<file path="config.mk">
export PLATFORM = sky130hd
export DESIGN_NAME = hash_result_regs
export DESIGN_NICKNAME = d
export VERILOG_FILES = /design/src/rtl/hrb_pkg.sv /design/src/rtl/hrb_addr_decode.sv /design/src/rtl/hrb_operand_bank.sv /design/src/rtl/hrb_result_bank.sv /design/src/rtl/hrb_read_port.sv /design/src/rtl/hash_result_regs.sv
export SDC_FILE = /design/constraint.sdc
export NUM_CORES = 1
export LEC_CHECK = 0
export BUFFER_PORTS_ARGS = -buffer_cell sky130_fd_sc_hd__buf_2
export CAP_MARGIN = 15
export CORE_MARGIN = 10
export CORE_UTILIZATION = 52
export CTS_BUF_LIST = sky130_fd_sc_hd__clkbuf_4 sky130_fd_sc_hd__clkbuf_8 sky130_fd_sc_hd__clkbuf_16
export DETAILED_ROUTE_END_ITERATION = 10
export PLACE_DENSITY = 0.84
export SETUP_SLACK_MARGIN = 0.3
export SYNTH_ARGS = -nofsm -noshare
export SYNTH_HDL_FRONTEND = slang
export SYNTH_SLANG_ARGS = --single-unit
</file>
<file path="constraint.sdc">
create_clock -name clk -period 10.8 [get_ports clk]
set_clock_uncertainty 0.2 [all_clocks]
set_input_delay 1.62 -clock clk [delete_from_list [all_inputs] [get_ports clk]]
set_output_delay 1.62 -clock clk [all_outputs]
set_load 0.05 [all_outputs]
</file>
<file path="src/rtl/hrb_pkg.sv">
package hrb_pkg;
  typedef enum logic [1:0] {
    ACC_WORD   = 2'd0,
    ACC_STATUS = 2'd1,
    ACC_NONE   = 2'd2
  } acc_kind_e;
endpackage

</file>
<file path="src/rtl/hrb_addr_decode.sv">
module hrb_addr_decode
  import hrb_pkg::*;
#(
  parameter int N_WORDS = 4,
  localparam int ADDR_W = $clog2(N_WORDS + 1),
  localparam int IDX_W  = (N_WORDS > 1) ? $clog2(N_WORDS) : 1
) (
  input  logic [ADDR_W-1:0] addr,
  output acc_kind_e         kind,
  output logic [IDX_W-1:0]  idx
);
  localparam logic [ADDR_W-1:0] STATUS_ADDR = ADDR_W'(N_WORDS);

  always_comb begin
    idx = addr[IDX_W-1:0];
    if (addr < STATUS_ADDR)       kind = ACC_WORD;
    else if (addr == STATUS_ADDR) kind = ACC_STATUS;
    else                          kind = ACC_NONE;
  end
endmodule

</file>
<file path="src/rtl/hrb_operand_bank.sv">
module hrb_operand_bank #(
  parameter int DATA_W  = 32,
  parameter int N_WORDS = 4,
  localparam int IDX_W  = (N_WORDS > 1) ? $clog2(N_WORDS) : 1
) (
  input  logic                        clk,
  input  logic                        rst,
  input  logic                        wr_en,
  input  logic [IDX_W-1:0]            idx,
  input  logic [DATA_W-1:0]           wdata,
  output logic [N_WORDS*DATA_W-1:0]   op_data,
  output logic                        op_start
);
  localparam logic [IDX_W-1:0] LAST_IDX = IDX_W'(N_WORDS - 1);

  logic [DATA_W-1:0] op_q [N_WORDS];
  logic              start_q;

  always_ff @(posedge clk) begin
    if (rst) begin
      for (int i = 0; i < N_WORDS; i++) op_q[i] <= '0;
      start_q <= 1'b0;
    end else begin
      start_q <= wr_en && (idx == LAST_IDX);
      if (wr_en) op_q[idx] <= wdata;
    end
  end

  for (genvar g = 0; g < N_WORDS; g++) begin : g_flat
    assign op_data[g*DATA_W +: DATA_W] = op_q[g];
  end
  assign op_start = start_q;

  assert_start_after_last_R3: assert property (@(posedge clk) disable iff (rst)
    op_start |-> $past(wr_en && idx == LAST_IDX));

  assert_operand_load_R2: assert property (@(posedge clk) disable iff (rst)
    wr_en |=> op_q[$past(idx)] == $past(wdata));
endmodule

</file>
<file path="src/rtl/hrb_result_bank.sv">
module hrb_result_bank #(
  parameter int DATA_W  = 32,
  parameter int N_WORDS = 4,
  localparam int IDX_W  = (N_WORDS > 1) ? $clog2(N_WORDS) : 1
) (
  input  logic              clk,
  input  logic              rst,
  input  logic              clr,
  input  logic              res_valid,
  input  logic              res_last,
  input  logic [DATA_W-1:0] res_data,
  input  logic [IDX_W-1:0]  rd_idx,
  output logic [DATA_W-1:0] rd_word,
  output logic              done
);
  localparam logic [IDX_W-1:0] LAST_IDX = IDX_W'(N_WORDS - 1);

  logic [DATA_W-1:0] mem [N_WORDS];
  logic [IDX_W-1:0]  wptr;
  logic              done_q;

  always_ff @(posedge clk) begin
    if (res_valid) mem[wptr] <= res_data;
  end

  always_ff @(posedge clk) begin
    if (rst) begin
      wptr <= '0;
    end else if (res_valid) begin
      if (res_last || wptr == LAST_IDX) wptr <= '0;
      else                              wptr <= wptr + 1'b1;
    end
  end

  always_ff @(posedge clk) begin
    if (rst)                        done_q <= 1'b0;
    else if (clr)                   done_q <= 1'b0;
    else if (res_valid && res_last) done_q <= 1'b1;
  end

  assign rd_word = mem[rd_idx];
  assign done    = done_q;

  assert_clear_wins_R4: assert property (@(posedge clk) disable iff (rst)
    clr |=> !done);

  assert_last_sets_done_R5: assert property (@(posedge clk) disable iff (rst)
    (res_valid && res_last && !clr) |=> done);

  assert_wrap_after_last_R5: assert property (@(posedge clk) disable iff (rst)
    (res_valid && res_last) |=> wptr == '0);

  assert_word_stored_R5: assert property (@(posedge clk) disable iff (rst)
    res_valid |=> mem[$past(wptr)] == $past(res_data));
endmodule

</file>
<file path="src/rtl/hrb_read_port.sv">
module hrb_read_port
  import hrb_pkg::*;
#(
  parameter int DATA_W = 32
) (
  input  logic              clk,
  input  logic              rst,
  input  logic              rd_req,
  input  acc_kind_e         kind,
  input  logic              done,
  input  logic [DATA_W-1:0] res_word,
  output logic [DATA_W-1:0] rdata,
  output logic              rack
);
  logic [DATA_W-1:0] rdata_q;
  logic              rack_q;
  logic              acked_word_q;

  always_ff @(posedge clk) begin
    if (rst) begin
      rdata_q      <= '0;
      rack_q       <= 1'b0;
      acked_word_q <= 1'b0;
    end else begin
      rack_q       <= 1'b0;
      acked_word_q <= 1'b0;
      if (rd_req && !rack_q) begin
        unique case (kind)
          ACC_STATUS: begin
            rack_q  <= 1'b1;
            rdata_q <= {{(DATA_W-1){1'b0}}, done};
          end
          ACC_WORD: begin
            if (done) begin
              rack_q       <= 1'b1;
              acked_word_q <= 1'b1;
              rdata_q      <= res_word;
            end
          end
          default: begin
            rack_q  <= 1'b1;
            rdata_q <= '0;
          end
        endcase
      end
    end
  end

  assign rdata = rdata_q;
  assign rack  = rack_q;

  assert_ack_needs_request_R10: assert property (@(posedge clk) disable iff (rst)
    rack |-> $past(rd_req));

  assert_single_ack_R10: assert property (@(posedge clk) disable iff (rst)
    rack |=> !rack);

  assert_word_ack_when_done_R8: assert property (@(posedge clk) disable iff (rst)
    (rack && acked_word_q) |-> $past(done));

  assert_status_upper_zero_R6: assert property (@(posedge clk) disable iff (rst)
    (rack && !acked_word_q) |-> rdata[DATA_W-1:1] == '0);
endmodule

</file>
<file path="src/rtl/hash_result_regs.sv">
module hash_result_regs
  import hrb_pkg::*;
#(
  parameter int DATA_W  = 32,
  parameter int N_WORDS = 4,
  localparam int ADDR_W = $clog2(N_WORDS + 1),
  localparam int IDX_W  = (N_WORDS > 1) ? $clog2(N_WORDS) : 1
) (
  input  logic                      clk,
  input  logic                      rst,
  input  logic                      hb_wr,
  input  logic                      hb_rd,
  input  logic [ADDR_W-1:0]         hb_addr,
  input  logic [DATA_W-1:0]         hb_wdata,
  output logic [DATA_W-1:0]         hb_rdata,
  output logic                      hb_rack,
  output logic [N_WORDS*DATA_W-1:0] op_data,
  output logic                      op_start,
  input  logic                      res_valid,
  input  logic                      res_last,
  input  logic [DATA_W-1:0]         res_data
);
  acc_kind_e         kind;
  logic [IDX_W-1:0]  idx;
  logic              op_wr;
  logic              done;
  logic [DATA_W-1:0] res_word;

  hrb_addr_decode #(.N_WORDS(N_WORDS)) u_decode (
    .addr (hb_addr),
    .kind (kind),
    .idx  (idx)
  );

  assign op_wr = hb_wr && (kind == ACC_WORD);

  hrb_operand_bank #(.DATA_W(DATA_W), .N_WORDS(N_WORDS)) u_operands (
    .clk      (clk),
    .rst      (rst),
    .wr_en    (op_wr),
    .idx      (idx),
    .wdata    (hb_wdata),
    .op_data  (op_data),
    .op_start (op_start)
  );

  hrb_result_bank #(.DATA_W(DATA_W), .N_WORDS(N_WORDS)) u_results (
    .clk       (clk),
    .rst       (rst),
    .clr       (op_wr),
    .res_valid (res_valid),
    .res_last  (res_last),
    .res_data  (res_data),
    .rd_idx    (idx),
    .rd_word   (res_word),
    .done      (done)
  );

  hrb_read_port #(.DATA_W(DATA_W)) u_read (
    .clk      (clk),
    .rst      (rst),
    .rd_req   (hb_rd),
    .kind     (kind),
    .done     (done),
    .res_word (res_word),
    .rdata    (hb_rdata),
    .rack     (hb_rack)
  );

  assert_stalled_ack_R9: assert property (@(posedge clk) disable iff (rst)
    (hb_rd && !hb_rack && kind == ACC_WORD && !done && res_valid && res_last && !op_wr)
      |=> ##1 hb_rack);
endmodule

</file>
==> results.md <==
- Final Slew Violations: 0
- Nets@finish: 877
- Number of fill cells: about 1.3k
- DR iter-0 viols: around 430
- Clock-pin slew of the registers on the worst-case setup and hold paths: around 60 ps
- Num CTS Buffers: 28
- Ys Warns: 0
- Cells after Synth: 560
- Hold_ws: about 270 ps
- Die width: roughly 160 um
- Share of post-route cells with drive strength above 1: 41.6%
- Post-synth top flop: edfxtp_1
- Max frequency: roughly 270 MHz
- Port bufs: 234
- Hold Fails Final Rpt: 0
- Cell area after synthesis: 10,700 sq um
- Minimum clock period: 3710 ps
- Routed via count: 5,941
- Vias per cell: 5.43
- Drt wl/cell: approximately 23 um
- CTS tree: built
- Multi-input logic area: around 2200 sq um
- Worst setup SP type: primary input
- Placeable Area: roughly 20,000 sq um
- Initial antenna violation count: 4
- Number of global-route vias before repair: ~6.2k
- # rows: 52
- Root Buffer: clkbuf_16
- Post-synth EDFFs: 256
- Hold Path Depth: 1
- Global placement routability congestion: 0.787
- Global-route wire length before repair: 36,800 um
- Die Ht: 163 um
- Final setup violation count: 0
- FF-to-FF Start: u_results.done
- Htree depth: 1
- Max IR drop VDD: 0.000167 V
- DRC Markers: 0
- Pwr/cell area: 198 nW/um^2
- Max-cap violations: 0
- HP Start: u_read.rdata[11]
- Pre-antenna DRT Iters: 5
- Syn_area_per_cell: between 15 and 20 sq um
- Post-CTS Resized: 0
- Setup slack, reg-to-reg: 8740 ps
- Synth area leaders: edfxtp_1 (72%), dfxtp_1 (6.9%), mux4_2 (6.5%), and2_1 (6.0%), a22o_1 (2.5%)
- Largest family of logic cells by synthesized area: simple AND/OR/NAND/NOR gates
- Register-to-Register Path Depth: 3
- R2R Path End: u_read.rdata[27]
- Sequential area share after synthesis: 78.7%
- Critical path arrival: 3900 ps
- Register bit count reported by yosys: 293
- Setup bufs post-CTS: 0
- Distinct cells, synth: 34
- Simple-Gate Fraction of Synth Area: under 10%
- Worst Setup Path Type: primary input to register
- Clk sinks: ~300
- Ports: 235
- Grt total ovfl: 0
- Min-delay worst type: register to register
- Initial Utilization: roughly 53%
- ANT nets after route: 0
- Status: completed
- RSZ-0062 raised after global routing: false
- Static leakage: 5.20 nW
- Actual slew at the worst max-slew pin: between 1000 and 1500 ps
- Die area: 26,700 sq um
- CP endpoint kind: register
- Synth top area share: 71.8%
- Area grow syn2layout: 24.0%
- Count leader, synth: edfxtp_1
- Post-Route WL: around 25,000 um
- Longest Clk Path Bufs: 3
- Global-route usage over all layers: 17.5%
- Hold_buf cts: 0
- Post-Synth XOR/XNOR Area: 0%
- Storage element area: 8430 sq um
- Hold Path End: u_read.rdata[11]
- Yosys top cell by area: edfxtp_1
- Critical Path RT: 10,990 ps
- Most frequent cells after synthesis: edfxtp_1 (256), and2_1 (102), dfxtp_1 (37)
- Clock Latency Late Sink: 530 ps
- Post-Synth Adder-Cell Area: less than 1%
- Slew headroom: between 20 and 25%
- Worst Path Max Fanout: 39
- Largest net degree at the start of global routing: 40
- Syn Nets: 637
- Complex-gate fraction of the synthesized area: 3.26%
- Period utilization: between 30 and 40%
- Async set or reset register ratio after synthesis: 0%
- Final core utilization: between 60% and 70%
- HPWL Detailed: 16,400 um
- Post-synthesis mux area share: 6.81%
- Setup TNS: 0 ps
==> stage by stage <==
step / setup WS, ps / power, mW / cells / area, sq um
floorplan: 5700 / 1.50 / 560 / 10700
global placement: 6560 / 1.58 / 1039 / 12200
detailed placement: 6490 / 1.58 / 1039 / 12200
CTS: 7050 / 2.65 / 1091 / 13200
global route: 6830 / 2.71 / 1093 / 13300
finish: 7090 / 2.63 / 1094 / 13300
==> final cells by class <==
| cell class | count | share of cell area, % |
|---|---|---|
| Clock inverter | 9 | 1.09 |
| Clock buffer | 43 | 6.85 |
| Antenna cell | 2 | 0.0377 |
| Multi-Input combinational cell | 231 | 16.4 |
| Inverter | 4 | 0.113 |
| Tap cell | 270 | 2.55 |
| Timing Repair Buffer | 242 | 9.43 |
| Sequential cell | 293 | 63.5 |
==> sequential cells by signal (all words and copies together), names as in the netlist <==
register	count
u_operands.op_q	128
u_results.wptr	2
u_results.mem	128
u_results.done	1
u_operands.op_start	1
u_read.rdata	32
u_read.rack	1
==> worst max-delay path by stage <==
stage	startpoint	end	slack, ps	cells past startpoint
2_1_floorplan	hb_addr[1]	u_operands.op_q[0][0]	5700	3
3_3_place_gp	hb_addr[0]	u_operands.op_q[1][4]	6560	4
3_5_place_dp	hb_addr[0]	u_operands.op_q[1][4]	6490	5
4_1_cts	hb_addr[0]	u_operands.op_q[1][4]	7050	5
5_1_grt	hb_addr[0]	u_operands.op_q[1][3]	6830	5
6_report	hb_addr[0]	u_operands.op_q[1][4]	7090	5
==> cell families after synthesis <==
kind of cell / after synthesis
AO/OA/AOI/OAI: 41
adder cells (fa/ha/maj): 4
buffers and inverters: 36
flip-flops: 293
multiplexers: 34
AND/OR/NAND/NOR: 152
==> power by group <==
group          total [mW]  internal (mW)  switching [mW]
Clock                1.07          0.675           0.396
Sequential           1.30           1.28          0.0158
Combinational       0.262         0.0586           0.203
Total                2.63           2.02           0.615
==> worst max-delay path, stage by stage <==
cell,delay (ps)
buf_2,90
buf_4,590
nand2b_1,380
nor3_4,930
and2_1,250
==> routing by layer <==
layer	share of wire [%]	routed length, um	global-route usage, %
met1	40	9770	22.3
met4	2.1	521	4.35
met2	48	11800	29.0
met5	0.13	31	0
met3	10	2540	5.24
==> placed cells by master, fill, tap and decap left out, types with 5 or more instances in the layout <==
cell type  instances
a22o_1            31
clkbuf_4           7
edfxtp_1         256
and2_1            98
buf_2            234
clkbuf_16         32
buf_4              7
clkinv_2           5
dfxtp_1           37
mux4_2            31
and3_1            33
No activity file was read; power rests on OpenSTA's default activity.
